===== src/rtl/cdt_pkg.sv =====
package cdt_pkg;
  typedef enum logic [1:0] {
    SEL_INIT = 2'd0,
    SEL_DIV  = 2'd1,
    SEL_CUR  = 2'd2,
    SEL_NONE = 2'd3
  } wsel_e;

  // scattered code: keep bits 3,1,0 of the written word
  function automatic logic [2:0] pack_code(input logic [31:0] d);
    return {d[3], d[1], d[0]};
  endfunction

  // rotated decode: shift amount is code+1 wrapping within three bits
  function automatic logic [2:0] code_to_shift(input logic [2:0] code);
    return code + 3'd1;
  endfunction
endpackage


===== src/rtl/cdt_prescale.sv =====
module cdt_prescale #(
  parameter int PRESCALE = 16,
  localparam int PRE_W = $clog2(PRESCALE)
) (
  input  logic clk,
  input  logic rst_n,
  output logic base_tick
);
  logic [PRE_W-1:0] phase_q;

  always_ff @(posedge clk) begin
    if (!rst_n) phase_q <= '0;
    else if (phase_q == PRE_W'(PRESCALE - 1)) phase_q <= '0;
    else phase_q <= phase_q + 1'b1;
  end

  assign base_tick = (phase_q == PRE_W'(PRESCALE - 1));
endmodule


===== src/rtl/cdt_divstage.sv =====
module cdt_divstage #(
  parameter int CODE_W = 3,
  localparam int DIVCNT_W = (1 << CODE_W) - 1
) (
  input  logic              clk,
  input  logic              rst_n,
  input  logic              base_tick,
  input  logic              load,
  input  logic              run,
  input  logic [CODE_W-1:0] cfg_code,
  output logic              step
);
  import cdt_pkg::*;

  logic                pending_q;
  logic [DIVCNT_W-1:0] div_cnt_q;
  logic [CODE_W-1:0]   act_code_q;
  logic [DIVCNT_W-1:0] limit;
  logic [DIVCNT_W:0]   one_hot;

  always_comb begin
    one_hot = ({{DIVCNT_W{1'b0}}, 1'b1}) << code_to_shift(act_code_q);
    limit   = DIVCNT_W'(one_hot - 1'b1);
  end

  assign step = base_tick && run && !pending_q && !load && (div_cnt_q == limit);

  always_ff @(posedge clk) begin
    if (!rst_n) begin
      pending_q  <= 1'b0;
      div_cnt_q  <= '0;
      act_code_q <= '0;
    end else if (load) begin
      // a load on a boundary edge starts at once, otherwise wait for one
      pending_q  <= !base_tick;
      div_cnt_q  <= '0;
      act_code_q <= cfg_code;
    end else if (base_tick && run) begin
      if (pending_q) begin
        pending_q <= 1'b0;
      end else if (div_cnt_q == limit) begin
        div_cnt_q  <= '0;
        act_code_q <= cfg_code;
      end else begin
        div_cnt_q <= div_cnt_q + 1'b1;
      end
    end
  end
endmodule


===== src/rtl/cdt_countdown.sv =====
module cdt_countdown #(
  parameter int CNT_W = 32
) (
  input  logic             clk,
  input  logic             rst_n,
  input  logic             load,
  input  logic [CNT_W-1:0] load_val,
  input  logic             step,
  input  logic             periodic,
  output logic [CNT_W-1:0] count,
  output logic             run,
  output logic             expire
);
  logic [CNT_W-1:0] start_q;
  logic [CNT_W-1:0] count_q;
  logic             expire_q;

  always_ff @(posedge clk) begin
    if (!rst_n) begin
      start_q  <= '0;
      count_q  <= '0;
      expire_q <= 1'b0;
    end else if (load) begin
      start_q  <= load_val;
      count_q  <= load_val;
      expire_q <= 1'b0;
    end else if (step) begin
      if (count_q == CNT_W'(1)) begin
        count_q  <= periodic ? start_q : '0;
        expire_q <= 1'b1;
      end else begin
        count_q  <= count_q - 1'b1;
        expire_q <= 1'b0;
      end
    end else begin
      expire_q <= 1'b0;
    end
  end

  assign count  = count_q;
  assign run    = (count_q != '0);
  assign expire = expire_q;
endmodule


===== src/rtl/cdt_timer.sv =====
module cdt_timer #(
  parameter int CNT_W    = 32,
  parameter int PRESCALE = 16,
  parameter int CODE_W   = 3
) (
  input  logic             clk,
  input  logic             rst_n,
  input  logic             wr_en,
  input  logic [1:0]       wr_sel,
  input  logic [31:0]      wr_data,
  input  logic             periodic,
  output logic [CNT_W-1:0] cur_count,
  output logic             expire
);
  import cdt_pkg::*;

  logic              base_tick;
  logic              load;
  logic              cfg_wr;
  logic              step;
  logic              run;
  logic [CODE_W-1:0] cfg_code_q;

  assign load   = wr_en && (wsel_e'(wr_sel) == SEL_INIT);
  assign cfg_wr = wr_en && (wsel_e'(wr_sel) == SEL_DIV);

  always_ff @(posedge clk) begin
    if (!rst_n) cfg_code_q <= '0;
    else if (cfg_wr) cfg_code_q <= CODE_W'(pack_code(wr_data));
  end

  cdt_prescale #(.PRESCALE(PRESCALE)) u_pre (
    .clk(clk), .rst_n(rst_n), .base_tick(base_tick)
  );

  cdt_divstage #(.CODE_W(CODE_W)) u_div (
    .clk(clk), .rst_n(rst_n), .base_tick(base_tick), .load(load),
    .run(run), .cfg_code(cfg_code_q), .step(step)
  );

  cdt_countdown #(.CNT_W(CNT_W)) u_cnt (
    .clk(clk), .rst_n(rst_n), .load(load), .load_val(CNT_W'(wr_data)),
    .step(step), .periodic(periodic), .count(cur_count), .run(run),
    .expire(expire)
  );
endmodule


===== config.mk =====
export PLATFORM = sky130hd
export DESIGN_NAME = cdt_timer
export DESIGN_NICKNAME = d
export VERILOG_FILES = /design/src/rtl/cdt_pkg.sv /design/src/rtl/cdt_prescale.sv /design/src/rtl/cdt_divstage.sv /design/src/rtl/cdt_countdown.sv /design/src/rtl/cdt_timer.sv
export SDC_FILE = /design/constraint.sdc
export NUM_CORES = 1
export LEC_CHECK = 0
export BUFFER_PORTS_ARGS = -buffer_cell sky130_fd_sc_hd__buf_2
export CORE_ASPECT_RATIO = 0.75
export CORE_UTILIZATION = 52
export DETAILED_ROUTE_END_ITERATION = 8
export GPL_TIMING_DRIVEN = 0
export HOLD_SLACK_MARGIN = 0.15
export PLACE_DENSITY_LB_ADDON = 0.1
export SLEW_MARGIN = 20
export SYNTH_ARGS = -nofsm -noshare
export SYNTH_HDL_FRONTEND = slang
export SYNTH_HIERARCHICAL = 1
export SYNTH_SLANG_ARGS = --single-unit

===== constraint.sdc =====
create_clock -name clk -period 4.4 [get_ports clk]
set_input_delay 0.66 -clock clk [delete_from_list [all_inputs] [get_ports clk]]
set_output_delay 0.66 -clock clk [all_outputs]
set_load 0.03 [all_outputs]

==> flow_summary.json, run 1 <==
{
  "hold_path_class": "reg -> reg",
  "antenna_left": 0,
  "min_from": "cfg_code_q[2]$_SDFFE_PN0P_",
  "synth_compound_area_frac": 0.2081,
  "cp-start-kind": "register",
  "overflow": 0,
  "muxShareOfSynthArea": 0.07195,
  "io_pins": 71,
  "netlist_area_um2": 4817,
  "vias": 5081,
  "wl_um": 15820,
  "final_common_cell": "dfxtp_1",
  "grt_pass1_wl_um": 24730,
  "syn-instance-count": 593,
  "gp_congestion": 0.9369,
  "die_h_um": 85.36,
  "synth_seq_cells": 83,
  "yosysUniqueCellTypes": 77,
  "timing.final.crit_period_ps": 4259,
  "peakVddDrop_v": 0.0002917,
  "dr.pass1.iters": 6,
  "ys_seq_area_frac": 0.3449,
  "h-tree-depth": 3,
  "period_share": 0.9680,
  "tritoncts": "built",
  "track_usage": 0.3350,
  "dpl_cell_area_um2": 5308,
  "fill_cells": 849,
  "finalSetupViolations": 0,
  "path_max_fanout": 10,
  "drtIter0Drc": 592,
  "antenna_found_initial": 0,
  "final.setup.worst_slack_ps": 140.7,
  "ys_top_cells_by_area": "dfxtp_1 (34%), mux2i_1 (6.6%), nor2_1 (5.1%)",
  "clk_pin_slew_worst_paths_ps": 60,
  "nets": 727,
  "timing.hold.ws_ps": 458.1,
  "synthAdderAreaFrac": 0.02286,
  "clock_latency_ps": 340,
  "timing.final.hold_violations": 0,
  "num_rows": 30,
  "rsz0062_at_grt": "no",
  "arrival_ps": 4520,
  "synth-edff-count": 0,
  "avgSynthCellArea_um2": 8.123,
  "preCtsSetupSlack_ps": -831.3,
  "maxSlewViolCount": 0,
  "yosys_warnings": 6,
  "synthSimpleGateAreaFrac": 0.2561,
  "start_util": 0.5347,
  "final_area_um2": 5709,
  "finalNonFillerCells": 798,
  "synth_top_family_by_area": "simple AND/OR/NAND/NOR gates",
  "path_class": "reg -> reg",
  "cts.path.max_buffers": 2,
  "relSlewSlack": 0.3277,
  "die_area_um2": 9657,
  "finalPower_mw": 2.073,
  "grt_pass1_vias": 4593,
  "required_ps": 4660,
  "core_um2": 9009,
  "diodes": 0,
  "max_freq_mhz": 234.8,
  "grt_max_degree": 14,
  "synthXorXnorAreaFrac": 0.04701,
  "leakage_nw": 2.332,
  "ys_async_sr_fraction": 0,
  "reg2reg_from": "u_div/act_code_q[1]$_SDFFE_PN0P_",
  "end_kind": "register",
  "synth_top_cell_by_area": "dfxtp_1",
  "hpwl_um": 11070,
  "placed_cells": 775,
  "routed_via_density": 6.367,
  "avgRoutedWirePerCell_um": 19.83,
  "status": "finished, final reports clean",
  "drive_above_1_share": 0.1910,
  "worst_clock_skew_ps": 7.975,
  "layout-area-overhead-vs-synth_pct": 18.52,
  "maxCapViolCount": 0,
  "numPortBuffers": 70,
  "root_buffer": "clkbuf_16",
  "numClockSinks": 83,
  "synthFlopType": "dfxtp_1",
  "die_w_um": 113.1,
  "synth.top_cell.area_share": 0.3449,
  "drc": 0,
  "final_cell_mix": "dfxtp_1 (83), buf_2 (75), nor2_1 (64), nand2_1 (55), a21oi_1 (34)",
  "tightest_slew_ps": 1001,
  "power_density_nw_per_um2": 363.2,
  "startpoint": "u_div/act_code_q[1]$_SDFFE_PN0P_",
  "cts-buffers-inserted": 9,
  "syn-num-nets": 639
}
[cells by family (layout without fill, tap and decap cells)]
kind of cell / after synthesis / count (layout)
buffers and inverters: 52 / 145
multiplexers: 34 / 34
AND/OR/NAND/NOR: 240 / 240
adder cells (fa/ha/maj): 9 / 9
XOR/XNOR: 25 / 25
AO/OA/AOI/OAI: 150 / 150
flip-flops: 83 / 83
[critical path: stages (launching register included)]
cell and delay, ps:
dfxtp_1 320, buf_4 170, and2_1 200, ha_4 310, or3b_2 460, ha_1 240
nand2b_1 130, mux2_4 320, a21oi_2 200, xnor2_2 100, or4_4 560, nor2_4 180
clkbuf_4 280, clkbuf_2 330, nand4_1 140, a31oi_1 230
[registers in the layout, summed over array words and instances (netlist names)]
| register | flops |
|---|---|
| cfg_code_q | 3 |
| u_cnt/count | 32 |
| u_cnt/expire | 1 |
| u_cnt/start_q | 32 |
| u_div/act_code_q | 3 |
| u_div/div_cnt_q | 7 |
| u_div/pending_q | 1 |
| u_pre/phase_q | 4 |
[cell type report]
class | count | area, um2 | share of cell area
Clock buffer | 11 | 242.7 | 0.04252
Buffer | 40 | 206.4 | 0.03616
Timing Repair Buffer | 77 | 402.9 | 0.07057
Clock inverter | 5 | 52.55 | 0.009204
Multi-Input combinational cell | 458 | 2958 | 0.5181
Tap cell | 112 | 140.1 | 0.02455
Sequential cell | 83 | 1662 | 0.2910
Inverter | 12 | 45.04 | 0.007890
[final timing paths]
| kind | end | slack (ps) | cells after the start |
|---|---|---|---|
| hold reg to reg | u_div/act_code_q[2]$_SDFFE_PN0P_ | 460 | 2 |
| hold / removal | u_div/act_code_q[2]$_SDFFE_PN0P_ | 460 | 2 |
| setup reg to reg | u_cnt/count[31]$_SDFFE_PN0P_ | 140 | 15 |
| setup / recovery | u_cnt/count[31]$_SDFFE_PN0P_ | 140 | 15 |
[metrics by stage]
step / util / setup TNS [ps]
after CTS: 0.6294 / 0
after floorplan: - / 0
final: 0.6338 / 0
after detailed placement: 0.5892 / -15950
after global routing: 0.6338 / 0
after global placement: 0.5892 / -14950
[repair_timing]
item | CTS | global route
gates resized for setup | 14 | 6
hold buffers | 0 | 0
buffers inserted | 5 | 2
pin swaps | 3 | 2
setup endpoints to repair | 33 | 29
[routing by layer]
| layer | global-route usage | up-vias | share of wire |
|---|---|---|---|
| met5 | 0.01538 | - | 0 |
| met1 | 0.4670 | 2405 | 0.45 |
| li1 | - | 2356 | - |
| met3 | 0.09286 | 28 | 0.11 |
| met4 | 0.1065 | 0 | 0.018 |
| met2 | 0.4992 | 292 | 0.43 |
[power breakdown]
part	switching, mW	internal (mW)
clock network	0.309	0.452
registers	0.0506	0.791
logic	0.304	0.167
[cells in the mapped netlist (8+ instances only)]
master,instances
dfxtp_1,83
nor2_1,66
nand2_1,56
a21oi_1,34
mux2i_1,32
o21ai_0,31
clkbuf_1,27
nor3_1,26
xnor2_1,17
a31oi_1,15
nor4_1,13
nand3_1,12
inv_1,11
and3_1,9
a22oi_1,8
ha_1,8
nand2b_1,8
Note: power is estimated with default switching activity, not from simulation.
==> run 2, diff against run 1 <==
- PLACE_DENSITY: unset -> 0.77
- PLACE_DENSITY_LB_ADDON: 0.1 -> unset
==> run 2 against run 1 <==
Effect of this change: combinational power about the same; clock-buffer cell count down 1; critical path depth unchanged; final area up 1.0%; critical endpoint is now u_cnt/count[13]$_SDFFE_PN0P_; via count up 0.91%; total power up 5.3%; highest routed layer unchanged; core utilization up 0.64 points; register-to-register slack worse by 40 ps; hold slack about the same; clock power up 14%; non-clock buffer count down 1; worst setup slack worse by 36 ps; critical path type unchanged.
==> flow_summary.json, run 2 (synthesis results as in run 1) <==
{
  "status": "finished, final reports clean",
  "num_rows": 30,
  "reg2reg_from": "u_div/act_code_q[1]$_SDFFE_PN0P_",
  "reg2reg_to": "u_cnt/count[13]$_SDFFE_PN0P_",
  "max_freq_mhz": 232.8,
  "use_met1": 0.4367,
  "worst-r2r-setup-slack_ps": 100,
  "drtIter0Drc": 617,
  "avgRoutedWirePerCell_um": 19.73,
  "routed_via_density": 6.433,
  "timing.final.hold_violations": 0,
  "drc": 0,
  "h-tree-depth": 3,
  "die_area_um2": 9657,
  "postLayoutCoreUtil": 0.6401,
  "root_buffer": "clkbuf_16",
  "timing.final.crit_period_ps": 4295,
  "overflow": 0,
  "grt_pass1_wl_um": 24540,
  "maxSlewViolCount": 0,
  "clock_latency_ps": 340,
  "cp-start-kind": "register",
  "placed_cells": 775,
  "peakVddDrop_v": 0.0002624,
  "core_um2": 9009,
  "postCtsHoldBufs": 0,
  "die_h_um": 85.36,
  "track_usage": 0.3294,
  "startpoint": "u_div/act_code_q[1]$_SDFFE_PN0P_",
  "final_common_cell": "dfxtp_1",
  "rsz0062_at_grt": "yes",
  "seqCellArea_um2": 1662,
  "path_class": "reg -> reg",
  "drive_above_1_share": 0.1912,
  "finalSetupViolations": 0,
  "antenna_left": 0,
  "tightest_slew_ps": 919.5,
  "grt_max_degree": 15,
  "numClockSinks": 83,
  "cts.path.max_buffers": 2,
  "crit_path_end": "u_cnt/count[13]$_SDFFE_PN0P_",
  "grt_pass1_vias": 4794,
  "path_max_fanout": 10,
  "clk_pin_slew_worst_paths_ps": 60,
  "leakage_nw": 2.339,
  "arrival_ps": 4560,
  "end_kind": "register",
  "period_share": 0.9762,
  "tritoncts": "built",
  "start_util": 0.5347,
  "hold_path_depth": 2,
  "vias": 5127,
  "antenna_found_initial": 0,
  "fill_cells": 785,
  "relSlewSlack": 0.3814,
  "cts-buffers-inserted": 9,
  "required_ps": 4660,
  "hold_path_class": "reg -> reg",
  "dr.pass1.iters": 5,
  "wl_um": 15730,
  "diodes": 0,
  "worst_clock_skew_ps": 7.765,
  "io_pins": 71,
  "met2_usage": 0.4925,
  "hpwl_um": 10780,
  "grt_busiest_layer": "met2",
  "grt.met3_usage": 0.09786,
  "layout-area-overhead-vs-synth_pct": 19.71,
  "multiInputGateArea_um2": 2979,
  "final_cell_mix": "dfxtp_1 (83), buf_2 (74), nor2_1 (64), nand2_1 (55), a21oi_1 (34)",
  "nets": 726,
  "numPortBuffers": 70,
  "gp_congestion": 0.9536,
  "maxCapViolCount": 0,
  "die_w_um": 113.1,
  "finalNonFillerCells": 797,
  "power_density_nw_per_um2": 378.6,
  "r2r_cells": 15
}
==> run 2: changes by cell type in the layout (fill, tap and decap cells not counted), sizes merged <==
| cell | previous run | this run |
|---|---|---|
| bufinv | 1 | 3 |
| buf | 93 | 90 |
| clkinv | 4 | 2 |
| clkbuf | 35 | 36 |
| clkinvlp | 1 | 2 |
==> run 2: timing repair <==
action | in CTS | in global routing
endpoints found under the setup margin | 33 | 30
gates resized for setup | 9 | 15
setup buffers | 2 | 4
pin swaps | 1 | 3
==> run 2: worst max-delay path: stages (launching register included) <==
cell,delay [ps]
dfxtp_1,340
buf_4,170
and2_1,200
ha_4,310
or3b_2,470
ha_2,210
nand2b_1,110
mux2_4,320
a21oi_4,180
xnor2_4,120
or4_4,560
nor2_4,230
clkbuf_2,310
clkbuf_4,310
nand4_1,150
a22oi_1,200
==> run 2: layer usage <==
layer	vias up	wire, um
li1	2348	-
met1	2403	6628
met2	318	6741
met3	58	1839
met4	0	518
met5	-	0
==> run 2: worst min path at each step <==
stage	to	start	slack [ps]
3_5_place_dp	u_div/act_code_q[0]$_SDFFE_PN0P_	cfg_code_q[0]$_SDFFE_PN0P_	450
6_report	u_div/act_code_q[0]$_SDFFE_PN0P_	cfg_code_q[0]$_SDFFE_PN0P_	460
5_1_grt	u_div/act_code_q[0]$_SDFFE_PN0P_	cfg_code_q[0]$_SDFFE_PN0P_	470
4_1_cts	u_div/act_code_q[0]$_SDFFE_PN0P_	cfg_code_q[0]$_SDFFE_PN0P_	460
2_1_floorplan	cfg_code_q[0]$_SDFFE_PN0P_	cfg_code_q[0]$_SDFFE_PN0P_	430
3_3_place_gp	u_div/act_code_q[2]$_SDFFE_PN0P_	cfg_code_q[2]$_SDFFE_PN0P_	440
==> run 2: layout make-up <==
class,count,share of cell area
Buffer,40,0.03471
Clock buffer,10,0.03971
Clock inverter,6,0.01974
Inverter,12,0.008245
Multi-Input combinational cell,458,0.5166
Sequential cell,83,0.2881
Tap cell,112,0.02430
Timing Repair Buffer,76,0.06856
==> run 2: where the power goes <==
group          switching, mW  total [mW]  leakage, nW  internal, mW
logic                  0.304       0.470         1.50         0.166
clock network          0.315       0.871        0.159         0.556
registers             0.0514       0.842        0.676         0.791
==> run 2: per-stage QoR <==
stage / setup TNS [ps] / power [mW] / worst slack (ps) / area, um2 / hold slack [ps]
2_1_floorplan: 0 / 1.165 / 229.1 / 4817 / 435.0
3_3_place_gp: -11650 / 1.295 / -692.3 / 5308 / 441.9
3_5_place_dp: -13410 / 1.305 / -776.5 / 5308 / 450.2
4_1_cts: 0 / 2.173 / 0.4730 / 5692 / 458.6
5_1_grt: -1.534 / 2.256 / -1.534 / 5767 / 473.9
6_report: 0 / 2.183 / 104.7 / 5767 / 458.3
